===== config.mk =====
export PLATFORM = sky130hd
export DESIGN_NAME = bus_order_monitor
export DESIGN_NICKNAME = d
export VERILOG_FILES = /design/src/rtl/bom_pkg.sv /design/src/rtl/bom_rst_sync.sv /design/src/rtl/bom_cycle_track.sv /design/src/rtl/bom_rule_eval.sv /design/src/rtl/bom_flag_bank.sv /design/src/rtl/bus_order_monitor.sv
export SDC_FILE = /design/constraint.sdc
export NUM_CORES = 1
export LEC_CHECK = 0
export BUFFER_PORTS_ARGS = -buffer_cell sky130_fd_sc_hd__buf_4
export CAP_MARGIN = 20
export CORE_UTILIZATION = 45
export CTS_BUF_LIST = sky130_fd_sc_hd__clkbuf_16
export DETAILED_ROUTE_END_ITERATION = 16
export PLACE_DENSITY = 0.69
export SKIP_CTS_REPAIR_TIMING = 1
export SYNTH_ARGS = -nofsm -noshare
export SYNTH_HDL_FRONTEND = slang
export SYNTH_SLANG_ARGS = --single-unit

===== constraint.sdc =====
create_clock -name clk -period 1.7 [get_ports clk]
set_input_delay 0.085 -clock clk [delete_from_list [all_inputs] [get_ports clk]]
set_output_delay 0.085 -clock clk [all_outputs]
set_load 0.1 [all_outputs]

===== src/rtl/bom_pkg.sv =====
package bom_pkg;
  localparam int unsigned TYPE_W = 2;
  localparam int unsigned NRULE  = 5;

  localparam logic [TYPE_W-1:0] CT_FILL    = 2'b01;
  localparam logic [TYPE_W-1:0] CT_WTALLOC = 2'b10;

  // rule bit positions in viol_pulse / viol_sticky
  localparam int unsigned RB_KW_BG  = 0;
  localparam int unsigned RB_SW_ORD = 1;
  localparam int unsigned RB_RDY_DT = 2;
  localparam int unsigned RB_RDY_BG = 3;
  localparam int unsigned RB_RDY_KW = 4;

  typedef struct packed {
    logic bg;
    logic kw;
    logic sw;
    logic dt;
  } seen_t;

  typedef struct packed {
    logic bg;
    logic kw;
    logic sw;
    logic dt;
    logic rdy;
  } evt_t;
endpackage


===== src/rtl/bom_rst_sync.sv =====
module bom_rst_sync #(
  parameter int unsigned STAGES = 2
) (
  input  logic clk,
  input  logic rst_n,
  output logic rst_sync_n
);
  logic [STAGES-1:0] chain_q;
  logic [STAGES-1:0] chain_d;

  always_comb begin
    chain_d = {chain_q[STAGES-2:0], 1'b1};
  end

  always_ff @(posedge clk or negedge rst_n) begin
    if (!rst_n) chain_q <= '0;
    else        chain_q <= chain_d;
  end

  assign rst_sync_n = chain_q[STAGES-1];
endmodule


===== src/rtl/bom_cycle_track.sv =====
module bom_cycle_track
  import bom_pkg::*;
(
  input  logic              clk,
  input  logic              rst_n,
  input  logic              cstart,
  input  logic              sstart,
  input  logic [TYPE_W-1:0] ctype,
  input  evt_t              lvl,
  output logic              cyc_open,
  output logic              cyc_cache,
  output logic              need_win,
  output seen_t             seen,
  output evt_t              first,
  output logic              close
);
  logic  open_q, open_d;
  logic  cache_q, cache_d;
  logic  need_q, need_d;
  logic  trail_q, trail_d;
  seen_t seen_q, seen_d;
  logic  cache_act;
  logic  trail_hit;
  logic  type_needs;

  assign cache_act  = open_q & cache_q;
  assign type_needs = (ctype == CT_FILL) | (ctype == CT_WTALLOC);

  always_comb begin
    first.bg  = lvl.bg & cache_act & ~seen_q.bg;
    first.kw  = lvl.kw & cache_act & ~seen_q.kw;
    first.sw  = lvl.sw & cache_act & ~seen_q.sw & ~trail_q;
    first.dt  = lvl.dt & cache_act & ~seen_q.dt;
    first.rdy = lvl.rdy & open_q;
  end

  assign trail_hit = lvl.sw & trail_q;
  assign close     = first.rdy;

  always_comb begin
    open_d  = open_q;
    cache_d = cache_q;
    need_d  = need_q;
    seen_d  = seen_q;
    trail_d = trail_q;
    if (trail_hit) trail_d = 1'b0;
    if (close) begin
      open_d = 1'b0;
      seen_d = '0;
      if (cache_q && need_q && !seen_q.sw && !first.sw) trail_d = 1'b1;
    end else if (!open_q && (cstart || sstart)) begin
      open_d  = 1'b1;
      cache_d = cstart;
      need_d  = cstart & type_needs;
      seen_d  = '0;
    end else begin
      seen_d.bg = seen_q.bg | first.bg;
      seen_d.kw = seen_q.kw | first.kw;
      seen_d.sw = seen_q.sw | first.sw;
      seen_d.dt = seen_q.dt | first.dt;
    end
  end

  always_ff @(posedge clk or negedge rst_n) begin
    if (!rst_n) begin
      open_q  <= 1'b0;
      cache_q <= 1'b0;
      need_q  <= 1'b0;
      seen_q  <= '0;
      trail_q <= 1'b0;
    end else begin
      open_q  <= open_d;
      cache_q <= cache_d;
      need_q  <= need_d;
      seen_q  <= seen_d;
      trail_q <= trail_d;
    end
  end

  assign cyc_open  = open_q;
  assign cyc_cache = cache_act;
  assign need_win  = need_q;
  assign seen      = seen_q;
endmodule


===== src/rtl/bom_rule_eval.sv =====
module bom_rule_eval
  import bom_pkg::*;
(
  input  logic             cyc_cache,
  input  logic             need_win,
  input  logic             seen_bg,
  input  logic             seen_kw,
  input  logic             seen_dt,
  input  logic             first_bg,
  input  logic             first_kw,
  input  logic             first_sw,
  input  logic             first_rdy,
  output logic [NRULE-1:0] viol
);
  logic bg_by_now;
  logic kw_by_now;
  logic rdy_cache;

  // inclusive precedence: the current clock counts as "in time"
  assign bg_by_now = seen_bg | first_bg;
  assign kw_by_now = seen_kw | first_kw;
  // strict precedence: only earlier clocks count
  assign rdy_cache = first_rdy & cyc_cache;

  always_comb begin
    viol            = '0;
    viol[RB_KW_BG]  = first_kw & ~bg_by_now;
    viol[RB_SW_ORD] = first_sw & (~bg_by_now | (need_win & ~kw_by_now));
    viol[RB_RDY_DT] = rdy_cache & ~seen_dt;
    viol[RB_RDY_BG] = rdy_cache & ~seen_bg;
    viol[RB_RDY_KW] = rdy_cache & need_win & ~seen_kw;
  end
endmodule


===== src/rtl/bom_flag_bank.sv =====
module bom_flag_bank #(
  parameter int unsigned N = 5
) (
  input  logic         clk,
  input  logic         rst_n,
  input  logic [N-1:0] viol,
  output logic [N-1:0] pulse,
  output logic [N-1:0] sticky
);
  for (genvar i = 0; i < N; i++) begin : g_flag
    logic pulse_q, pulse_d;
    logic sticky_q;
    logic sticky_en;

    always_comb begin
      pulse_d   = viol[i];
      sticky_en = viol[i] & ~sticky_q;
    end

    always_ff @(posedge clk or negedge rst_n) begin
      if (!rst_n) begin
        pulse_q  <= 1'b0;
        sticky_q <= 1'b0;
      end else begin
        pulse_q <= pulse_d;
        if (sticky_en) sticky_q <= 1'b1;
      end
    end

    assign pulse[i]  = pulse_q;
    assign sticky[i] = sticky_q;
  end
endmodule


===== src/rtl/bus_order_monitor.sv =====
module bus_order_monitor
  import bom_pkg::*;
(
  input  logic              clk,
  input  logic              rst_n,
  input  logic              cache_start_n,
  input  logic              snoop_start_n,
  input  logic [TYPE_W-1:0] cyc_type,
  input  logic              grant_n,
  input  logic              kwin_end_n,
  input  logic              swin_end_n,
  input  logic              xfer_start_n,
  input  logic              ready_n,
  output logic [NRULE-1:0]  viol_pulse,
  output logic [NRULE-1:0]  viol_sticky,
  output logic              done_pulse
);
  logic             rst_i_n;
  evt_t             lvl;
  evt_t             first;
  seen_t            seen;
  logic             cyc_open;
  logic             cyc_cache;
  logic             need_win;
  logic             close;
  logic [NRULE-1:0] viol;
  logic             done_q, done_d;

  bom_rst_sync #(.STAGES(2)) u_rst (
    .clk        (clk),
    .rst_n      (rst_n),
    .rst_sync_n (rst_i_n)
  );

  always_comb begin
    lvl.bg  = ~grant_n;
    lvl.kw  = ~kwin_end_n;
    lvl.sw  = ~swin_end_n;
    lvl.dt  = ~xfer_start_n;
    lvl.rdy = ~ready_n;
  end

  bom_cycle_track u_track (
    .clk       (clk),
    .rst_n     (rst_i_n),
    .cstart    (~cache_start_n),
    .sstart    (~snoop_start_n),
    .ctype     (cyc_type),
    .lvl       (lvl),
    .cyc_open  (cyc_open),
    .cyc_cache (cyc_cache),
    .need_win  (need_win),
    .seen      (seen),
    .first     (first),
    .close     (close)
  );

  bom_rule_eval u_rules (
    .cyc_cache (cyc_cache),
    .need_win  (need_win),
    .seen_bg   (seen.bg),
    .seen_kw   (seen.kw),
    .seen_dt   (seen.dt),
    .first_bg  (first.bg),
    .first_kw  (first.kw),
    .first_sw  (first.sw),
    .first_rdy (first.rdy),
    .viol      (viol)
  );

  bom_flag_bank #(.N(NRULE)) u_flags (
    .clk    (clk),
    .rst_n  (rst_i_n),
    .viol   (viol),
    .pulse  (viol_pulse),
    .sticky (viol_sticky)
  );

  always_comb done_d = close;

  always_ff @(posedge clk or negedge rst_i_n) begin
    if (!rst_i_n) done_q <= 1'b0;
    else          done_q <= done_d;
  end

  assign done_pulse = done_q;
endmodule


==> flow_summary_export.csv, run 1 <==
group,metric,value,unit
grt,grt_pass1_vias,495,
clock_network,cts_sinks,21,
layout,fin_util,0.598,
drt,drc,0,
synth,avgSynthCellArea,12.3,sq um
worst_hold_path,hold_path_class,"input pin to flop",
drt,vias_per_cell,4.81,
synth,synthesis.nets,81,
synth,netlist_top_cells_count,"dfrtp_1 (21), buf_4 (10), nor2_1 (7)",
sta,finalMaxSlewViolations,0,
die,die_area,2090,sq um
flow_run,maxCapViolCount,0,
setup_path,cp_cell_sequence,"and3b_2 -> a21oi_1 -> nor2_1",
sta,finalSetupViolCount,0,
sta,post-route-period-util,0.750,
die,die_w,45.8,microns
synth,synth_compound_area_frac,0.0784,
die,start_util,0.489,
layout,syn_to_final_growth,22.4,%
setup_path,reg2reg_depth,3,
sta,rsz0062_at_grt,"false",
clock_network,cts_root_buffer,"clkbuf_16",
synth,synth_top_family_by_area,"simple AND/OR/NAND/NOR gates",
sta,fmax,785,MHz
die,rows,15,
sta,finalWorstSetupSlack,426,ps
synth,yosys.area.top_type,"dfrtp_1",
drt,postRouteAntennaNets,0,
layout,antenna_cells,0,
clock_network,cts_tree,"done",
grt,grt-ovfl-total,0,
synth,synthSimpleGateAreaFrac,0.177,
setup_path,r2r-start,"u_track.cyc_open$_DFFE_PN0P_",
setup_path,reg2reg_to,"u_track.seen[0]$_DFF_PN0_",
power_and_ir_drop,leakage,0.481,nW
sta,hold_viol_final,0,
clock_network,clock_latency,250,ps
synth,synthAdderAreaFrac,0.0116,
drt,wire_per_inst,11.6,microns
synth,synth-main-ff-cell,"dfrtp_1",
clock_network,numCtsBuffers,3,
sta,clock_skew,3.80,ps
synth,async_flop_share,1.00,
synth,synth_most_common_cell,"dfrtp_1",
grt,track_usage,0.144,
setup_path,endpoint_kind,"flop",
placed_design,pre_cts_ws,457,ps
grt,grt_antenna_before_repair,0,
clock_network,clk_pin_slew_worst_paths,60,ps
layout,drive_gt1_frac,0.400,
drt,wirelength,1.28,mm
setup_path,cp.required,1820,ps
grt,grt_max_degree,20,
synth,synth_edf_count,0,
placed_design,io_buffers,21,
setup_path,max_stage_delay,510,ps
status,run_status,"finished, final reports clean",
synth,synth_top_area_frac,0.610,
setup_path,crit_slowest_cell,"dfrtp_1",
setup_path,path_max_fanout,10,
sta,slew-limit-headroom,0.523,
synth,synthMuxAreaShare,0,
clock_network,cts_htree_levels,1,
placed_design,gp_congestion,0.743,
synth,synth.cell_area,862,sq um
drt,drtIter0Drc,4,
setup_path,ff2ff_setup_slack,430,ps
setup_path,worst_setup_path_start_kind,"flop",
drt,num_vias,529,
sta,period_needed,1270,ps
power_and_ir_drop,worst_ir_drop_vdd,0.00129,V
die,fp.dieH,45.8,microns
clock_network,cts.path.max_buffers,2,
setup_path,arrival,1400,ps
power_and_ir_drop,p_per_area,1330,nW/um^2
die,io_pins,22,
synth,ys_types,26,
setup_path,cp-startpoint,"u_track.cyc_open$_DFFE_PN0P_",
setup_path,cp.depth,3,
placed_design,dp.final_hpwl,914,microns
setup_path,crit_end,"u_track.seen[0]$_DFF_PN0_",
layout,fillerInstances,166,
synth,ys_seq_area_frac,0.610,
sta,setup_tns,0,ps
die,core_area,1760,sq um
synth,synth_warnings,0,
layout,fin_nets,97,
synth,syn_inst,70,
synth,ys_top_cells_by_area,"dfrtp_1 (61%), buf_4 (8.7%), nor2_1 (3.0%)",
setup_path,crit_type,"flop to flop",
grt,grt_pass1_wl,2.01,mm
sta,worst_pin_slew,715,ps
setup_path,crit_buf_inv,0,
synth,synth_xor_area_frac,0.0102,
synth,ys_ff_latch,21,
drt,dr.pass1.iters,3,
setup_path,critical_path.top_delay_family,"flip-flops",
[cell families after synthesis]
| group | Yosys count |
|---|---|
| and+or+nand+nor | 24 |
| DFF | 21 |
| buffers and inverters | 13 |
| AOI/OAI and AO/OA | 9 |
| xor gates and xnor gates | 1 |
| adders and majority gates | 1 |
| other | 1 |
[how the worst min path moves through the flow]
stage,start,to,slack (ps),depth (start not counted)
detailed placement,rst_n,u_rst.chain_q[1]$_DFF_PN0_,-130,1
global placement,rst_n,u_rst.chain_q[1]$_DFF_PN0_,-130,1
floorplan,rst_n,u_rst.chain_q[0]$_DFF_PN0_,-210,0
finish,ready_n,u_flags.g_flag[2].pulse_q$_DFF_PN0_,60,2
CTS,rst_n,u_rst.chain_q[1]$_DFF_PN0_,-400,1
global route,ready_n,u_flags.g_flag[2].pulse_q$_DFF_PN0_,60,2
[sequential cells by signal, summed over array words and instances (netlist names)]
name                     count
u_flags.g_flag.pulse_q       5
u_flags.g_flag.sticky_q      5
u_track.seen                 4
u_rst.chain_q                2
done_pulse                   1
u_track.cache_q              1
u_track.cyc_open             1
u_track.need_win             1
u_track.trail_q              1
[layout by cell type (no fill, tap or decap)]
cell,n
o21ba_2,1
clkinv_2,1
inv_1,2
or3_1,1
and3b_1,1
xnor2_1,1
and2_1,1
o21ai_0,2
and3_4,1
clkbuf_16,3
or2_2,3
a21o_1,1
nand2_4,1
a21oi_1,3
and3b_4,1
maj3_1,1
and3b_2,1
o32ai_2,1
nor4_1,3
buf_4,21
or2_1,1
nor2_1,7
dlygate4sd3_1,1
dfrtp_1,21
conb_1,1
nor3_1,2
o32ai_1,1
nor2b_1,1
[routing by layer]
layer  up-vias  GRT usage  wire length (microns)
met2        14      0.251                    655
met5         -          0                      0
met4         0     0.0529                     10
met1       258      0.148                    540
li1        255          -                      -
met3         2     0.0714                     68
[final cells by class]
cell class | count | area [sq um] | share of cell area
Sequential cell | 21 | 526 | 0.498
Clock inverter | 1 | 5.00 | 0.00474
Inverter | 2 | 7.51 | 0.00712
Multi-Input combinational cell | 36 | 243 | 0.230
Timing Repair Buffer | 22 | 168 | 0.159
Tap cell | 25 | 31.3 | 0.0297
Clock buffer | 3 | 75.1 | 0.0712
[power by group]
| part | total, W | leakage [nW] | switching [W] | internal, W |
|---|---|---|---|---|
| logic | 0.000328 | 0.188 | 0.000235 | 0.0000933 |
| clock network | 0.000483 | 0.0409 | 0.000168 | 0.000315 |
| registers | 0.000588 | 0.252 | 0.0000404 | 0.000548 |
| total | 0.00140 | 0.481 | 0.000443 | 0.000956 |
[stage by stage]
step	hold WS [ps]	cells	instance area [sq um]	total power, W
floorplan	-211	70	862	0.000878
global placement	-133	105	965	0.000920
detailed placement	-132	105	965	0.000924
CTS	-396	109	1040	0.00141
global route	62.2	110	1050	0.00146
finish	58.7	110	1050	0.00140
(Power assumes the default switching activity.)
==> inputs of run 2 (changes only) <==
--- a/config.mk
+++ b/config.mk
@@ -5,12 +5,13 @@
 export SDC_FILE = /design/constraint.sdc
 export NUM_CORES = 1
 export LEC_CHECK = 0
+export ABC_AREA = 1
 export BUFFER_PORTS_ARGS = -buffer_cell sky130_fd_sc_hd__buf_4
 export CAP_MARGIN = 20
 export CORE_UTILIZATION = 45
 export CTS_BUF_LIST = sky130_fd_sc_hd__clkbuf_16
 export DETAILED_ROUTE_END_ITERATION = 16
-export PLACE_DENSITY = 0.69
+export PLACE_DENSITY = 0.72
 export SKIP_CTS_REPAIR_TIMING = 1
 export SYNTH_ARGS = -nofsm -noshare
 export SYNTH_HDL_FRONTEND = slang
==> constraint.sdc (replaced) <==
create_clock -name clk -period 1 [get_ports clk]
set_input_delay 0.05 -clock clk [delete_from_list [all_inputs] [get_ports clk]]
set_output_delay 0.05 -clock clk [all_outputs]
set_load 0.1 [all_outputs]
==> flow_summary_export.csv, run 2 <==
group,metric,value,unit
status,violations,"setup timing",
layout,fin_cells,128,
power_and_ir_drop,p_int,0.00190,W
synth,synthesis.nets,95,
placed_design,dp.final_hpwl,899,microns
sta,hold_viol_final,0,
status,run_status,"complete, but fails checks",
sta,finalWorstSetupSlack,-41.2,ps
synth,synth.cell_area,848,sq um
clock_network,cts.path.max_buffers,2,
synth,async_flop_share,1.00,
setup_path,arrival,1170,ps
power_and_ir_drop,seqPwrFrac,0.376,
layout,antenna_cells,0,
grt,grt_max_degree,20,
power_and_ir_drop,leakage,0.574,nW
placed_design,gp_congestion,0.762,
synth,yosys.area.top_type,"dfrtp_1",
drt,drtIter0Drc,5,
clock_network,numCtsBuffers,3,
clock_network,clk_pin_slew_worst_paths,50,ps
drt,wirelength,1.30,mm
layout,mostFrequentLayoutCells,"buf_4 (24), dfrtp_1 (20), nand2_1 (13)",
sta,finalSetupViolCount,7,
power_and_ir_drop,power,0.00315,W
grt,grt-ovfl-total,0,
synth,ys_types,18,
synth,synth_most_common_cell,"dfrtp_1",
setup_path,cp.required,1130,ps
die,start_util,0.486,
power_and_ir_drop,clock_power_share,0.253,
setup_path,endpoint_kind,"flop",
grt,grt_pass1_wl,2.06,mm
drt,drc,0,
layout,seq_area,527,sq um
sta,rsz0062_at_grt,"true",
clock_network,cts_htree_levels,1,
synth,ys_seq_area_frac,0.619,
sta,setup_tns,-247,ps
power_and_ir_drop,p_per_area,2890,nW/um^2
sta,finalMaxSlewViolations,0,
placed_design,io_buffers,21,
power_and_ir_drop,p_sw_frac,0.397,
drt,vias_per_cell,4.37,
clock_network,cts_sinks,21,
sta,fmax,960,MHz
synth,ys_ff_latch,21,
layout,syn_to_final_growth,28.2,%
layout,fillerInstances,150,
setup_path,path_max_fanout,5,
synth,synth_warnings,0,
power_and_ir_drop,worst_ir_drop_vdd,0.00147,V
setup_path,crit_type,"flop to flop",
die,die_w,45.4,microns
layout,mostFrequentLayoutCell,"buf_4",
clock_network,cts_root_buffer,"clkbuf_16",
clock_network,cts_tree,"done",
setup_path,worst_setup_path_start_kind,"flop",
synth,netlist_top_cells_count,"dfrtp_1 (21), nand2_1 (13), buf_4 (10), inv_1 (10), nor2_1 (7)",
die,io_pins,22,
grt,grt_antenna_before_repair,0,
drt,wire_per_inst,10.1,microns
die,die_area,2060,sq um
power_and_ir_drop,p_switching,0.00125,W
flow_run,maxCapViolCount,0,
power_and_ir_drop,comb_power_share,0.372,
drt,num_vias,559,
layout,fin_nets,115,
layout,multi_input_area,219,sq um
sta,clock_skew,1.95,ps
drt,postRouteAntennaNets,0,
synth,synth_top_area_frac,0.619,
synth,synth-main-ff-cell,"dfrtp_1",
grt,track_usage,0.146,
synth,synth_edf_count,0,
drt,dr.pass1.iters,4,
sta,period_needed,1040,ps
synth,ys_top_cells_by_area,"dfrtp_1 (62%), buf_4 (8.8%), nand2_1 (5.8%)",
die,rows,15,
grt,grt_pass1_vias,475,
sta,post-route-period-util,1.04,
placed_design,place_inst,122,
die,fp.dieH,45.4,microns
synth,syn_inst,84,
clock_network,clock_latency,250,ps
layout,drive_gt1_frac,0.350,
die,core_area,1750,sq um
synth,avgSynthCellArea,10.1,sq um
worst_hold_path,hold_path_class,"input pin to flop",
==> run 2: cell count changes in the layout (fill, tap and decap cells not counted), sizes merged, moves of 3 or more <==
cell,before,now
buf,21,24
nor2,7,10
nand3,0,4
nand2,1,15
nor4,3,0
and3b,3,0
inv,2,12
==> run 2: stage by stage <==
step	setup WS (ps)	hold WS, ps	area [sq um]	util
after CTS	-138	-426	1060	0.605
after global placement	-28.0	-168	977	0.560
final	-41.2	3.92	1090	0.623
after global routing	-108	-3.44	1090	0.623
after floorplan	49.7	-246	848	-
after detailed placement	-100	-166	977	0.560
==> run 2: cells by family (layout without fill, tap and decap cells) <==
kind of cell	after synthesis	in the layout	share of synthesized area
AND/OR/NAND/NOR	33	33	0.184
flip-flops	21	21	0.619
buffers and inverters	21	40	0.137
AO/OA/AOI/OAI	7	7	0.0442
other	1	1	0.00442
XOR/XNOR	1	1	0.0103
==> run 2: final cells by class <==
type	instances	share of cell area
clock buffers	3	0.0690
flip-flops and latches	21	0.484
multi-input cells	42	0.201
inverters	11	0.0380
well taps	25	0.0288
clock inverters	1	0.00345
repair buffers	25	0.175
==> run 2: worst max-delay path, cell delays in order (launching register included) <==
cell	delay, ps
dfrtp_1	410
inv_2	140
nor2_4	70
nand2_2	80
nor2_2	40
or2_1	190
==> run 2: layer usage <==
| layer | GRT usage | share of wire | vias up |
|---|---|---|---|
| met2 | 0.206 | 0.49 | 18 |
| met4 | 0.0909 | 0.0069 | 0 |
| met1 | 0.196 | 0.44 | 257 |
| li1 | - | - | 282 |
| met5 | 0 | 0 | - |
| met3 | 0.0437 | 0.056 | 2 |
==> run 2: power by group through the flow <==
stage                     Clock, W  Sequential (W)  Combinational (W)
after CTS                 0.000811         0.00118            0.00111
after global placement           0         0.00118            0.00108
after floorplan                  0         0.00126           0.000831
final                     0.000796         0.00118            0.00117
after global routing      0.000859         0.00121            0.00125
after detailed placement         0         0.00119            0.00110
==> run 2: worst paths after layout <==
check / slack [ps] / startpoint / endpoint / cells past startpoint
setup / recovery: -40 / u_track.cyc_open$_DFFE_PN0P_ / u_flags.g_flag[2].sticky_q$_DFFE_PN0P_ / 5
hold reg to reg: 190 / u_rst.chain_q[1]$_DFF_PN0_ / u_track.need_win$_DFFE_PN0P_ / 1
max in group asynchronous: 590 / u_rst.chain_q[1]$_DFF_PN0_ / u_track.cache_q$_DFFE_PN0P_ / 1
setup reg to reg: -40 / u_track.cyc_open$_DFFE_PN0P_ / u_flags.g_flag[2].sticky_q$_DFFE_PN0P_ / 5
hold / removal: 4 / ready_n / done_pulse$_DFF_PN0_ / 2
min in group asynchronous: 130 / rst_n / u_rst.chain_q[1]$_DFF_PN0_ / 2
